[src/rtl/vcsp_pkg.sv]
package vcsp_pkg;
    typedef enum logic [1:0] {
        SRC_NONE   = 2'd0,
        SRC_VICTIM = 2'd1,
        SRC_STREAM = 2'd2,
        SRC_NEXT   = 2'd3
    } rsp_src_e;

    typedef enum logic [1:0] {
        NL_IDLE = 2'd0,
        NL_REQ  = 2'd1,
        NL_WAIT = 2'd2
    } nl_state_e;
endpackage

[src/rtl/vcsp_victim.sv]
module vcsp_victim #(
    parameter int AW    = 16,
    parameter int DW    = 32,
    parameter int DEPTH = 4
) (
    input  logic          clk,
    input  logic          rst_n,
    input  logic          take,
    input  logic [AW-1:0] lk_addr,
    input  logic          ev_valid,
    input  logic [AW-1:0] ev_addr,
    input  logic [DW-1:0] ev_data,
    output logic          hit,
    output logic [DW-1:0] hit_data
);
    localparam int PW = $clog2(DEPTH);

    typedef struct packed {
        logic [DEPTH-1:0][AW-1:0] tag;
        logic [DEPTH-1:0][DW-1:0] data;
        logic [DEPTH-1:0]         vld;
        logic [PW-1:0]            ptr;
    } vs_t;

    vs_t q, d;
    logic [DEPTH-1:0] match;
    logic [PW-1:0]    hit_idx;

    // fully associative compare, one comparator per entry
    for (genvar g = 0; g < DEPTH; g++) begin : g_cmp
        assign match[g] = q.vld[g] && (q.tag[g] == lk_addr);
    end

    always_comb begin
        hit_idx = '0;
        for (int i = DEPTH - 1; i >= 0; i--) begin
            if (match[i]) hit_idx = PW'(i);
        end
    end

    assign hit      = |match;
    assign hit_data = q.data[hit_idx];

    always_comb begin
        d = q;
        if (take && hit) begin
            // swap: the displaced primary line takes the hit slot
            if (ev_valid) begin
                d.tag[hit_idx]  = ev_addr;
                d.data[hit_idx] = ev_data;
            end else begin
                d.vld[hit_idx] = 1'b0;
            end
        end else if (ev_valid) begin
            d.tag[q.ptr]  = ev_addr;
            d.data[q.ptr] = ev_data;
            d.vld[q.ptr]  = 1'b1;
            d.ptr = (q.ptr == PW'(DEPTH - 1)) ? '0 : q.ptr + PW'(1);
        end
    end

    always_ff @(posedge clk) begin
        if (!rst_n) q <= '0;
        else        q <= d;
    end
endmodule

[src/rtl/vcsp_stream.sv]
module vcsp_stream #(
    parameter int AW    = 16,
    parameter int DW    = 32,
    parameter int DEPTH = 4
) (
    input  logic          clk,
    input  logic          rst_n,
    input  logic [AW-1:0] lk_addr,
    input  logic          flush,
    input  logic [AW-1:0] flush_base,
    input  logic          pop,
    input  logic          fill,
    input  logic [DW-1:0] fill_data,
    output logic          head_hit,
    output logic [DW-1:0] head_data,
    output logic          can_fetch,
    output logic [AW-1:0] fetch_addr
);
    // DEPTH must be a power of two: ring indices wrap naturally
    localparam int IW = $clog2(DEPTH);
    localparam int CW = $clog2(DEPTH + 1);

    typedef struct packed {
        logic [DEPTH-1:0][DW-1:0] data;
        logic [IW-1:0]            head;
        logic [CW-1:0]            cnt;
        logic [AW-1:0]            next;
        logic                     active;
    } sb_t;

    sb_t q, d;
    logic [AW-1:0] head_addr;
    logic [IW-1:0] tail;

    // buffered lines are next-cnt .. next-1, oldest at head
    assign head_addr  = q.next - AW'(q.cnt);
    assign tail       = q.head + IW'(q.cnt);
    assign head_hit   = (q.cnt != '0) && (head_addr == lk_addr);
    assign head_data  = q.data[q.head];
    assign can_fetch  = q.active && (q.cnt < CW'(DEPTH));
    assign fetch_addr = q.next;

    always_comb begin
        d = q;
        if (flush) begin
            d.cnt    = '0;
            d.head   = '0;
            d.next   = flush_base;
            d.active = 1'b1;
        end else begin
            if (pop) d.head = q.head + IW'(1);
            if (fill) begin
                d.data[tail] = fill_data;
                d.next       = q.next + AW'(1);
            end
            d.cnt = q.cnt + CW'(fill) - CW'(pop);
        end
    end

    always_ff @(posedge clk) begin
        if (!rst_n) q <= '0;
        else        q <= d;
    end
endmodule

[src/rtl/vcsp_top.sv]
module vcsp_top
    import vcsp_pkg::*;
#(
    parameter int AW     = 16,
    parameter int DW     = 32,
    parameter int VDEPTH = 4,
    parameter int SDEPTH = 4
) (
    input  logic          clk,
    input  logic          rst_n,
    input  logic          lk_valid,
    output logic          lk_ready,
    input  logic [AW-1:0] lk_addr,
    input  logic          ev_valid,
    input  logic [AW-1:0] ev_addr,
    input  logic [DW-1:0] ev_data,
    output logic          rsp_valid,
    output logic [1:0]    rsp_src,
    output logic [DW-1:0] rsp_data,
    output logic          nl_req_valid,
    input  logic          nl_req_ready,
    output logic [AW-1:0] nl_req_addr,
    input  logic          nl_rsp_valid,
    input  logic [DW-1:0] nl_rsp_data
);
    typedef struct packed {
        nl_state_e     state;
        logic [AW-1:0] req_addr;
        logic          demand;
        logic          rsp_valid;
        rsp_src_e      rsp_src;
        logic [DW-1:0] rsp_data;
    } ctl_t;

    ctl_t q, d;

    logic          take;
    logic          v_hit, s_hit, s_can;
    logic [DW-1:0] v_data, s_data;
    logic [AW-1:0] s_fetch;
    logic          s_flush, s_pop, s_fill;

    assign take = lk_valid && (q.state == NL_IDLE);

    vcsp_victim #(.AW(AW), .DW(DW), .DEPTH(VDEPTH)) victim_i (
        .clk      (clk),
        .rst_n    (rst_n),
        .take     (take),
        .lk_addr  (lk_addr),
        .ev_valid (ev_valid),
        .ev_addr  (ev_addr),
        .ev_data  (ev_data),
        .hit      (v_hit),
        .hit_data (v_data)
    );

    vcsp_stream #(.AW(AW), .DW(DW), .DEPTH(SDEPTH)) stream_i (
        .clk        (clk),
        .rst_n      (rst_n),
        .lk_addr    (lk_addr),
        .flush      (s_flush),
        .flush_base (lk_addr + AW'(1)),
        .pop        (s_pop),
        .fill       (s_fill),
        .fill_data  (nl_rsp_data),
        .head_hit   (s_hit),
        .head_data  (s_data),
        .can_fetch  (s_can),
        .fetch_addr (s_fetch)
    );

    always_comb begin
        d           = q;
        d.rsp_valid = 1'b0;
        d.rsp_src   = SRC_NONE;
        s_flush     = 1'b0;
        s_pop       = 1'b0;
        s_fill      = 1'b0;
        unique case (q.state)
            NL_IDLE: begin
                if (lk_valid) begin
                    if (v_hit) begin
                        d.rsp_valid = 1'b1;
                        d.rsp_src   = SRC_VICTIM;
                        d.rsp_data  = v_data;
                    end else if (s_hit) begin
                        d.rsp_valid = 1'b1;
                        d.rsp_src   = SRC_STREAM;
                        d.rsp_data  = s_data;
                        s_pop       = 1'b1;
                    end else begin
                        s_flush    = 1'b1;
                        d.req_addr = lk_addr;
                        d.demand   = 1'b1;
                        d.state    = NL_REQ;
                    end
                end else if (s_can) begin
                    d.req_addr = s_fetch;
                    d.demand   = 1'b0;
                    d.state    = NL_REQ;
                end
            end
            NL_REQ: begin
                if (nl_req_ready) d.state = NL_WAIT;
            end
            NL_WAIT: begin
                if (nl_rsp_valid) begin
                    if (q.demand) begin
                        d.rsp_valid = 1'b1;
                        d.rsp_src   = SRC_NEXT;
                        d.rsp_data  = nl_rsp_data;
                    end else begin
                        s_fill = 1'b1;
                    end
                    d.state = NL_IDLE;
                end
            end
            default: d.state = NL_IDLE;
        endcase
    end

    always_ff @(posedge clk) begin
        if (!rst_n) q <= '0;
        else        q <= d;
    end

    assign lk_ready     = (q.state == NL_IDLE);
    assign nl_req_valid = (q.state == NL_REQ);
    assign nl_req_addr  = q.req_addr;
    assign rsp_valid    = q.rsp_valid;
    assign rsp_src      = q.rsp_src;
    assign rsp_data     = q.rsp_data;
endmodule

[config.mk]
export PLATFORM = sky130hd
export DESIGN_NAME = vcsp_top
export DESIGN_NICKNAME = d
export VERILOG_FILES = /design/src/rtl/vcsp_pkg.sv /design/src/rtl/vcsp_victim.sv /design/src/rtl/vcsp_stream.sv /design/src/rtl/vcsp_top.sv
export SDC_FILE = /design/constraint.sdc
export NUM_CORES = 1
export LEC_CHECK = 0
export BUFFER_PORTS_ARGS = -buffer_cell sky130_fd_sc_hd__buf_4
export CAP_MARGIN = 25
export CORE_MARGIN = 3
export CORE_UTILIZATION = 35
export DETAILED_ROUTE_END_ITERATION = 10
export PLACE_DENSITY = 0.48
export RECOVER_POWER = 50
export SETUP_SLACK_MARGIN = 0.02
export SKIP_CTS_REPAIR_TIMING = 1
export SYNTH_ARGS = -nofsm -noshare
export SYNTH_HDL_FRONTEND = slang
export SYNTH_SLANG_ARGS = --single-unit
export TNS_END_PERCENT = 30
[constraint.sdc]
create_clock -name clk -period 5.1 [get_ports clk]
set_input_delay 0.255 -clock clk [delete_from_list [all_inputs] [get_ports clk]]
set_output_delay 0.255 -clock clk [all_outputs]
set_load 0.02 [all_outputs]
==> impl_metrics.json <==
{
  "status": "complete, but fails checks",
  "violations": "negative hold slack, max-capacitance violations, max-slew violations",
  "via_per_inst": 5.52,
  "area_growth_pct": 17.8,
  "finalClockSkew_ns": 0.0242,
  "path_buf_inv": 2,
  "wl_per_cell_um": 21.4,
  "rsz0062_at_grt": "no",
  "grt_pass1_vias": 16524,
  "drv_cap": 2,
  "worst_slack_ns": 0.610,
  "dieArea_um2": 57300,
  "powerDensity_nw_per_um2": 326,
  "die_x_um": 239,
  "drc": 0,
  "root_buffer": "clkbuf_16",
  "critPathMaxFanout": 35,
  "h-tree-depth": 2,
  "drive_above_1_share": 0.110,
  "final_cells": 3120,
  "criticalPathCategory": "reg -> reg",
  "row_count": 84,
  "drt-total-wl_um": 66600,
  "grt_max_degree": 183,
  "drtIter0Drc": 1212,
  "p_sw_mw": 1.89,
  "synth_area_per_cell_um2": 8.21,
  "cp_slowest_stage_delay_ns": 1.91,
  "grt.total_usage": 0.225,
  "tightest_slew_ns": 4.12,
  "core_area_um2": 53200,
  "die_h_um": 239,
  "numCtsBuffers": 46,
  "holdWs_ns": -0.00157,
  "crit_chain": "clkbuf_1 > ha_1 > xnor2_1 > xor2_1 > nand3_1 > clkbuf_2 > nand2_1 > a21oi_1",
  "clk_pin_slew_worst_paths_ns": 0.06,
  "io_pins": 155,
  "top_layer_used": "met5",
  "setup_viol": 0,
  "final_nets": 2516,
  "min_path_type": "in -> reg",
  "place.gp.congestion": 0.863,
  "port_buffers": 154,
  "finalHoldViolations": 2,
  "ir_worst_vdd_v": 0.000390,
  "dr_wl_met3_um": 3420,
  "synth_edf_count": 0,
  "ant_nets": 0,
  "p_comb_frac": 0.104,
  "place_ws_ns": 0.829,
  "clkSinkCount": 402,
  "wl_met2_um": 31100,
  "placed_area_um2": 20400,
  "path_delay_family": "buffers and inverters",
  "slew_headroom": -1.74,
  "ys.flop_type": "dfxtp_1",
  "max_freq_mhz": 223,
  "fin_util": 0.422,
  "fin_crit_ns": 4.49,
  "synth_seq_area_share": 0.422,
  "dp_hpwl_um": 41500,
  "swShare": 0.258,
  "intPower_mw": 5.43,
  "fin_crit_sh": 0.880,
  "final_max_slew_viol_count": 219,
  "endpoint_kind": "register",
  "tns_ns": 0,
  "seqPwrFrac": 0.446,
  "synth_nets": 2438,
  "start_kind": "register",
  "clockBufferDepth": 3,
  "synthCells": 2321,
  "leakage_nw": 7.53,
  "power_mw": 7.32,
  "grt_antenna_before_repair": 3,
  "ys_warn_count": 0,
  "async_reset_ff_frac": 0,
  "cts_tree": "built",
  "cp.arrival_ns": 4.92,
  "p_clk_frac": 0.450,
  "crit_required_ns": 5.53,
  "synth_seq_cells": 402,
  "worst_path_max_delay_cell": "clkbuf_1",
  "final_cell_mix": "489 x nand2_1, 401 x dfxtp_1, 287 x a21oi_1, 222 x nand3_1, 133 x buf_4",
  "placedCellCount": 2958,
  "synth_area_um2": 19100,
  "start_util": 0.358,
  "fin_area_um2": 22400,
  "grt_pass1_wl_um": 99500,
  "r2r_slack_ns": 0.61,
  "layout_commonest_cell": "nand2_1",
  "drt_first_pass_iters": 7,
  "clk_latency_ns": 0.59,
  "grt_overflow": 0,
  "synthDistinctLibCells": 60,
  "drt-met1-wl_um": 29100,
  "fill_cells": 5367,
  "via_count": 17230
}
==> power groups by stage <==
stage / clock (mW) / sequential (mW) / combinational [mW]
global placement: 0 / 3.33 / 0.720
floorplan: 0 / 3.30 / 0.471
CTS: 3.37 / 3.26 / 0.724
global route: 3.50 / 3.27 / 0.826
finish: 3.29 / 3.26 / 0.759
detailed placement: 0 / 3.33 / 0.722
==> synthesized netlist by cell type, drive strengths merged, types with 5 or more instances <==
cell / instances / area share
a31oi: 5 / 0.0016
nand4: 16 / 0.0053
nor2b: 9 / 0.0030
nand3: 222 / 0.058
nand2b: 7 / 0.0023
a221o: 32 / 0.017
dfxtp: 402 / 0.42
a211oi: 56 / 0.022
xor2: 52 / 0.024
o21ai: 68 / 0.018
nand2: 495 / 0.097
ha: 13 / 0.0085
or4: 6 / 0.0026
xnor2: 68 / 0.031
a21oi: 290 / 0.076
a22o: 30 / 0.014
o22ai: 31 / 0.010
clkbuf: 136 / 0.027
or3: 7 / 0.0023
inv: 21 / 0.0041
mux2i: 47 / 0.025
a211o: 5 / 0.0023
nor3: 11 / 0.0029
o211ai: 10 / 0.0039
nor4: 18 / 0.0067
nor2: 61 / 0.012
nand4b: 5 / 0.0023
mux4: 32 / 0.038
buf: 116 / 0.038
and3: 7 / 0.0023
==> flip-flops by register name, summed over array words and instances (netlist names) <==
name / count
victim_i.q: 198
stream_i.q: 134
rsp_data: 32
nl_req_addr: 16
stream_i.fetch_addr: 16
q: 3
rsp_src: 2
rsp_valid: 1
==> worst reg2reg max path, delay by kind of cell (launching register included) <==
kind,cells,cell delay (ns)
buffers and inverters,2,2.47
adder cells (fa/ha/maj),1,0.46
AO/OA/AOI/OAI,1,0.10
flip-flops,1,0.30
XOR/XNOR,2,0.60
AND/OR/NAND/NOR,2,0.41
==> cells by family after synthesis <==
group / share of synthesized area
DFF: 0.422
AOI/OAI and AO/OA: 0.176
muxes: 0.0625
adders and majority gates: 0.0106
buffers and inverters: 0.0687
xor gates and xnor gates: 0.0551
and+or+nand+nor: 0.205
==> area by class of cell <==
class,instances,area [um^2],share of cell area
multi-input combinational,1646,9780,0.436
sequential,402,8050,0.359
inverter,21,86.3,0.00385
antenna,1,2.50,0.000111
clock inverter,9,150,0.00669
timing repair buffer,282,2180,0.0973
clock buffer,71,1340,0.0595
tap,688,861,0.0384
==> layer usage <==
metal / vias up / GRT usage
li1: 8223 / -
met1: 8334 / 0.294
met2: 542 / 0.370
met3: 127 / 0.0321
met4: 4 / 0.104
met5: - / 0
==> path summary, 6_finish.rpt <==
check | from | endpoint | cells past startpoint
max | stream_i.q[20]$_SDFFE_PP0P_ | stream_i.q[73]$_SDFFE_PN0P_ | 8
min | ev_addr[5] | victim_i.q[139]$_SDFFE_PN0P_ | 3
max reg2reg | stream_i.q[20]$_SDFFE_PP0P_ | stream_i.q[73]$_SDFFE_PN0P_ | 8
min reg2reg | victim_i.q[59]$_SDFFE_PN0P_ | victim_i.q[59]$_SDFFE_PN0P_ | 2
No activity file was read; power rests on OpenSTA's default activity.
